`src/rtl/tlb_xlate_pkg.sv`:
```
package tlb_xlate_pkg;

   localparam int PG_LSB = 12;   // smallest page: 4 KB
   localparam int IGN_W  = 11;   // widest ignore field: 8 MB vs 4 KB

   typedef enum logic [1:0] {
      PG_4K   = 2'd0,
      PG_16K  = 2'd1,
      PG_512K = 2'd2,
      PG_8M   = 2'd3
   } pg_size_e;

   // page-number bits (relative to bit 12) that lie inside the page
   function automatic logic [IGN_W-1:0] pg_ign_mask(input logic [1:0] sz);
      case (pg_size_e'(sz))
         PG_4K:   return 11'h000;
         PG_16K:  return 11'h003;
         PG_512K: return 11'h07F;
         default: return 11'h7FF;
      endcase
   endfunction

endpackage

```
`src/rtl/tlb_xlate_match.sv`:
```
module tlb_xlate_match
   import tlb_xlate_pkg::*;
#(
   parameter int VPN_W  = 20,
   parameter int ASID_W = 4
) (
   input  logic              e_valid,
   input  logic [VPN_W-1:0]  e_vpn,
   input  logic [ASID_W-1:0] e_asid,
   input  logic [1:0]        e_size,
   input  logic [VPN_W-1:0]  q_vpn,
   input  logic [ASID_W-1:0] q_asid,
   output logic              hit
);
   logic [VPN_W-1:0] care;

   always_comb begin
      care = ~VPN_W'(pg_ign_mask(e_size));
      hit  = e_valid && (e_asid == q_asid) && (((e_vpn ^ q_vpn) & care) == '0);
   end
endmodule

```
`src/rtl/tlb_xlate_pick.sv`:
```
module tlb_xlate_pick #(
   parameter int N = 32,
   localparam int IDX_W = $clog2(N)
) (
   input  logic [N-1:0]     hits,
   output logic [IDX_W-1:0] sel,
   output logic             any,
   output logic             multi
);
   always_comb begin
      sel = '0;
      any = 1'b0;
      for (int i = N - 1; i >= 0; i--) begin
         if (hits[i]) begin
            sel = IDX_W'(i);
            any = 1'b1;
         end
      end
      multi = (hits & (hits - 1'b1)) != '0;
   end
endmodule

```
`src/rtl/tlb_xlate_rr.sv`:
```
module tlb_xlate_rr #(
   parameter int N = 32,
   localparam int IDX_W = $clog2(N)
) (
   input  logic             clk,
   input  logic             rst_n,
   input  logic             adv,
   output logic [IDX_W-1:0] ptr
);
   always_ff @(posedge clk or negedge rst_n) begin
      if (!rst_n)
         ptr <= '0;
      else if (adv)
         ptr <= (ptr == IDX_W'(N - 1)) ? '0 : ptr + 1'b1;
   end
endmodule

```
`src/rtl/tlb_xlate.sv`:
```
module tlb_xlate
   import tlb_xlate_pkg::*;
#(
   parameter int ENTRIES = 32,
   parameter int VA_W    = 32,
   parameter int PA_W    = 32,
   parameter int ASID_W  = 4,
   parameter int GRP_W   = 4,
   localparam int IDX_W  = $clog2(ENTRIES),
   localparam int VPN_W  = VA_W - PG_LSB,
   localparam int PFN_W  = PA_W - PG_LSB
) (
   input  logic              clk,
   input  logic              rst_n,
   input  logic              req_valid,
   input  logic [VA_W-1:0]   req_va,
   input  logic [ASID_W-1:0] req_asid,
   input  logic              wr_en,
   input  logic              wr_use_idx,
   input  logic [IDX_W-1:0]  wr_idx,
   input  logic [VPN_W-1:0]  wr_vpn,
   input  logic [ASID_W-1:0] wr_asid,
   input  logic [1:0]        wr_size,
   input  logic [PFN_W-1:0]  wr_pfn,
   input  logic [GRP_W-1:0]  wr_group,
   input  logic              wr_ci,
   input  logic              wr_wt,
   input  logic [3:0]        wr_prot,
   input  logic              inval_all,
   output logic [IDX_W-1:0]  victim_idx,
   output logic              rsp_valid,
   output logic              rsp_hit,
   output logic              rsp_miss,
   output logic              rsp_multi,
   output logic [PA_W-1:0]   rsp_pa,
   output logic [GRP_W-1:0]  rsp_group,
   output logic              rsp_ci,
   output logic              rsp_wt,
   output logic              rsp_subprot
);
   // elaboration-time parameter checks
   if (ENTRIES < 2) begin : g_bad_entries
      $error("tlb_xlate: ENTRIES must be at least 2");
   end
   if (VPN_W < IGN_W + 1) begin : g_bad_va
      $error("tlb_xlate: VA_W must cover an 8 MB page plus one tag bit");
   end
   if (PFN_W < IGN_W + 1) begin : g_bad_pa
      $error("tlb_xlate: PA_W must cover an 8 MB frame plus one bit");
   end

   localparam logic [IDX_W:0] N_LIM = (IDX_W + 1)'(ENTRIES);

   // entry storage
   logic [ENTRIES-1:0] e_valid;
   logic [VPN_W-1:0]   e_vpn   [ENTRIES];
   logic [ASID_W-1:0]  e_asid  [ENTRIES];
   logic [1:0]         e_size  [ENTRIES];
   logic [PFN_W-1:0]   e_pfn   [ENTRIES];
   logic [GRP_W-1:0]   e_group [ENTRIES];
   logic               e_ci    [ENTRIES];
   logic               e_wt    [ENTRIES];
   logic [3:0]         e_prot  [ENTRIES];

   logic [IDX_W-1:0] wr_slot;
   logic             wr_go;
   logic             rr_adv;

   assign wr_slot = wr_use_idx ? wr_idx : victim_idx;
   assign wr_go   = wr_en && !inval_all && ({1'b0, wr_slot} < N_LIM);
   assign rr_adv  = wr_en && !wr_use_idx && !inval_all;

   tlb_xlate_rr #(.N(ENTRIES)) u_rr (
      .clk   (clk),
      .rst_n (rst_n),
      .adv   (rr_adv),
      .ptr   (victim_idx)
   );

   always_ff @(posedge clk or negedge rst_n) begin
      if (!rst_n)
         e_valid <= '0;
      else if (inval_all)
         e_valid <= '0;
      else if (wr_go)
         e_valid[wr_slot] <= 1'b1;
   end

   always_ff @(posedge clk) begin
      if (wr_go) begin
         e_vpn[wr_slot]   <= wr_vpn;
         e_asid[wr_slot]  <= wr_asid;
         e_size[wr_slot]  <= wr_size;
         e_pfn[wr_slot]   <= wr_pfn;
         e_group[wr_slot] <= wr_group;
         e_ci[wr_slot]    <= wr_ci;
         e_wt[wr_slot]    <= wr_wt;
         e_prot[wr_slot]  <= wr_prot;
      end
   end

   // parallel compare
   logic [ENTRIES-1:0] hits;
   logic [VPN_W-1:0]   q_vpn;

   assign q_vpn = req_va[VA_W-1:PG_LSB];

   for (genvar g = 0; g < ENTRIES; g++) begin : g_cmp
      tlb_xlate_match #(.VPN_W(VPN_W), .ASID_W(ASID_W)) u_match (
         .e_valid (e_valid[g]),
         .e_vpn   (e_vpn[g]),
         .e_asid  (e_asid[g]),
         .e_size  (e_size[g]),
         .q_vpn   (q_vpn),
         .q_asid  (req_asid),
         .hit     (hits[g])
      );
   end

   logic [IDX_W-1:0] sel;
   logic             any_hit;
   logic             multi_hit;

   tlb_xlate_pick #(.N(ENTRIES)) u_pick (
      .hits  (hits),
      .sel   (sel),
      .any   (any_hit),
      .multi (multi_hit)
   );

   // address composition from the winning entry
   logic [PFN_W-1:0] keep_req;
   logic [PFN_W-1:0] pa_hi;
   logic [PA_W-1:0]  pa_c;
   logic             sp_c;

   always_comb begin
      keep_req = PFN_W'(pg_ign_mask(e_size[sel]));
      pa_hi    = (e_pfn[sel] & ~keep_req)
               | (PFN_W'(req_va[PG_LSB+IGN_W-1:PG_LSB]) & keep_req);
      pa_c     = {pa_hi, req_va[PG_LSB-1:0]};
      sp_c     = (pg_size_e'(e_size[sel]) == PG_4K) ? e_prot[sel][req_va[11:10]]
                                                     : e_prot[sel][0];
   end

   always_ff @(posedge clk or negedge rst_n) begin
      if (!rst_n) begin
         rsp_valid   <= 1'b0;
         rsp_hit     <= 1'b0;
         rsp_miss    <= 1'b0;
         rsp_multi   <= 1'b0;
         rsp_pa      <= '0;
         rsp_group   <= '0;
         rsp_ci      <= 1'b0;
         rsp_wt      <= 1'b0;
         rsp_subprot <= 1'b0;
      end else begin
         rsp_valid <= req_valid;
         rsp_hit   <= req_valid && any_hit;
         rsp_miss  <= req_valid && !any_hit;
         rsp_multi <= req_valid && multi_hit;
         if (req_valid && any_hit) begin
            rsp_pa      <= pa_c;
            rsp_group   <= e_group[sel];
            rsp_ci      <= e_ci[sel];
            rsp_wt      <= e_wt[sel];
            rsp_subprot <= sp_c;
         end else begin
            rsp_pa      <= '0;
            rsp_group   <= '0;
            rsp_ci      <= 1'b0;
            rsp_wt      <= 1'b0;
            rsp_subprot <= 1'b0;
         end
      end
   end
endmodule

```
`config.mk`:
```
export PLATFORM = sky130hd
export DESIGN_NAME = tlb_xlate
export DESIGN_NICKNAME = d
export VERILOG_FILES = /design/src/rtl/tlb_xlate_pkg.sv /design/src/rtl/tlb_xlate_match.sv /design/src/rtl/tlb_xlate_pick.sv /design/src/rtl/tlb_xlate_rr.sv /design/src/rtl/tlb_xlate.sv
export SDC_FILE = /design/constraint.sdc
export NUM_CORES = 2
export LEC_CHECK = 0
export ABC_AREA = 1
export BUFFER_PORTS_ARGS = -buffer_cell sky130_fd_sc_hd__buf_2
export CAP_MARGIN = 20
export CORE_UTILIZATION = 30
export CTS_CLUSTER_DIAMETER = 60
export DETAILED_ROUTE_END_ITERATION = 6
export HOLD_SLACK_MARGIN = 0.12
export PLACE_DENSITY = 0.51
export SYNTH_ARGS = -nofsm -noshare
export SYNTH_HDL_FRONTEND = slang
export SYNTH_SLANG_ARGS = --single-unit
```
`constraint.sdc`:
```
create_clock -name clk -period 7.3 [get_ports clk]
set_input_delay 0.73 -clock clk [delete_from_list [all_inputs] [get_ports clk]]
set_output_delay 0.73 -clock clk [all_outputs]
set_load 0.1 [all_outputs]
```
==> flow_summary.json <==
{
  "cts_buffers": 209,
  "root_buffer": "clkbuf_16",
  "final-max-slew-violation-count": 0,
  "first_pass_iters": 7,
  "avgSynthCellArea_um2": 11.39,
  "yosysTopAreaCellShare_pct": 64.99,
  "final_util_pct": 34.75,
  "vias": 58880,
  "cp_slowest_stage_delay_ns": 0.76,
  "grt_pass1_wl_mm": 407.8,
  "async_flop_share_pct": 4.274,
  "fp.dieW_um": 527.4,
  "cts_buffer_depth": 4,
  "status": "complete, but fails checks",
  "io_pins": 151,
  "rsz0062_at_grt": "no",
  "violations": "design-rule violations",
  "ctsResizeCount": 0,
  "synth.area.top_cells": "edfxtp_1, nand2_1, nand3_1",
  "synthesis.nets": 7376,
  "synth_edf_count": 1792,
  "powerDensity_mw_per_mm2": 249.0,
  "leakage_uw": 0.03426,
  "gp_congestion": 0.8931,
  "tns_ns": 0,
  "drt_iter0_drc": 6489,
  "die_h_um": 527.4,
  "slew_headroom_pct": 20.86,
  "fin_area_mm2": 0.09525,
  "holdWs_ns": 0.1791,
  "nNetsFinal": 7588,
  "skew_ns": 0.1208,
  "synth_cell_types": 67,
  "ant_nets": 0,
  "totalWireLength_mm": 287.5,
  "vdd.ir_drop.worst_mv": 0.1963,
  "yosysTopAreaCell": "edfxtp_1",
  "setup_violations": 0,
  "period_needed_ns": 5.892,
  "criticalPathCategory": "in2reg",
  "crit_fanout": 74,
  "cts.htree.levels": 4,
  "coreArea_mm2": 0.2741,
  "hold_viol": 0,
  "drv_cap": 0,
  "placed_area_mm2": 0.08838,
  "synthCells": 7271,
  "hpwl_mm": 167.8,
  "syn_area_mm2": 0.08280,
  "grt_start_max_net_pins": 135,
  "track_usage_pct": 20.11,
  "worstMarginPinSlew_ns": 1.187,
  "yosysMostFrequentCell": "edfxtp_1",
  "drive_above_1_share_pct": 11.47,
  "area_growth_pct": 15.03,
  "routedWlPerCell_um": 25.36,
  "crit_top_cell": "nand2_1",
  "worstPathArrival_ns": 6.66,
  "ys.flop_type": "edfxtp_1",
  "synth-warning-count": 0,
  "cts.clk_slew.worst_paths_ns": 0.06,
  "hp-class": "in2reg",
  "post_cts_buffers": 0,
  "die_area_mm2": 0.2781,
  "worstSkewPairLatency_ns": 0.91,
  "grt_pass1_vias": 55950,
  "cts_sinks": 1872,
  "vias_per_cell": 5.194,
  "cpMaxStageDelayCell": "nor4_1",
  "timing.fmax_mhz": 169.7,
  "grt_overflow": 0,
  "post-route-period-util_pct": 80.72,
  "num_rows": 192,
  "initial_core_util_pct": 30.21,
  "io_buffers": 150,
  "detail_route.drc_violations": 1,
  "worstPathRequired_ns": 8.07,
  "ys_seq_elements": 1872,
  "critPathLaunchType": "primary input",
  "grt_antenna_before_repair": 21,
  "ys_seq_area_share_pct": 67.41,
  "synthTopCellsByCount": "edfxtp_1, nand2_1, nand3_1",
  "tritoncts": "yes",
  "endpoint_kind": "register"
}
[worst paths after layout]
| path | start | to | slack (ns) | cells after the start |
|---|---|---|---|---|
| min | req_va[9] | rsp_pa[9] | 0.18 | 3 |
| max in group asynchronous | rst_n | e_valid[22] | 5.25 | 3 |
| min in group asynchronous | rst_n | rsp_pa[9] | 0.45 | 2 |
| max reg2reg | e_vpn[24][6] | rsp_subprot | 1.76 | 43 |
| min reg2reg | u_rr.ptr[4] | u_rr.ptr[4] | 0.56 | 2 |
| max | req_va[28] | rsp_subprot | 1.41 | 36 |
[worst max-delay path: cells and delay by family]
family	cells	cell delay (ns)
and+or+nand+nor	30	3.88
buffers and inverters	6	1.89
[cells in the final DEF (no fill, tap or decap), types with 80 or more instances in the layout]
cell type  count
buf_2        149
buf_4        188
clkbuf_16    210
dfrtp_1       80
edfxtp_1    1792
inv_1        449
nand2_1     1656
nand3_1     1080
nand4_1      159
nor2_1       335
nor4_1        87
o21ai_0      177
o22ai_1      149
or2_2        114
xnor2_1      157
xor2_1       162
[stage by stage]
stage / setup slack (ns) / power [uW] / instances
floorplan: 2.720 / 12790 / 7271
global placement: 0.6329 / 13400 / 10940
detailed placement: 0.7218 / 13410 / 10950
CTS: 1.650 / 23870 / 11330
global route: 0.9898 / 24350 / 11330
finish: 1.408 / 23710 / 11340
[cells by family (layout without fill, tap and decap cells)]
kind of cell,Yosys count,in the layout,share of synthesized area [%]
adders and majority gates,2,2,0.03022
xor gates and xnor gates,319,319,3.374
DFF,1872,1872,67.41
buffers and inverters,860,1235,4.896
other,0,5,0
and+or+nand+nor,3668,3668,20.11
AOI/OAI and AO/OA,550,550,4.189
[registers in the layout, summed over array words and instances (netlist names), 4 cells and up]
signal and count:
e_size 64, e_pfn 640, rsp_group 4, u_rr.ptr 5, rsp_pa 32, e_valid 32
e_ci 32, e_vpn 640, e_prot 128, e_asid 128, e_group 128, e_wt 32
[timing repair]
item                       4_1_cts  5_1_grt
hold endpoints to repair        49        0
setup endpoints to repair        0        0
hold buffers                    10        0
[per-layer routing]
metal / up-vias / track usage [%] / routed length (um) / part of all wire [%]
li1: 26270 / - / - / -
met1: 29570 / 28.04 / 124800 / 43
met2: 2526 / 32.19 / 132300 / 46
met3: 494 / 3.128 / 21960 / 7.6
met4: 18 / 5.787 / 8364 / 2.9
met5: - / 0 / 103 / 0.036
[final cells by class]
type,instances,area [um^2]
Fill cell,26920,178900
Sequential cell,1872,55810
Multi-Input combinational cell,4539,23230
Clock buffer,272,5658
Tap cell,3686,4612
Timing Repair Buffer,387,3057
Inverter,474,1813
Clock inverter,102,1050
Antenna cell,5,12.51
[power by group]
part	internal, uW	leakage (uW)	total (uW)	switching, uW
logic	270	0.0138	1240	970
clock network	6090	0.00329	10500	4420
registers	11900	0.0172	12000	51.4
total	18300	0.0343	23700	5440
Power figures use the tool's default switching activity.
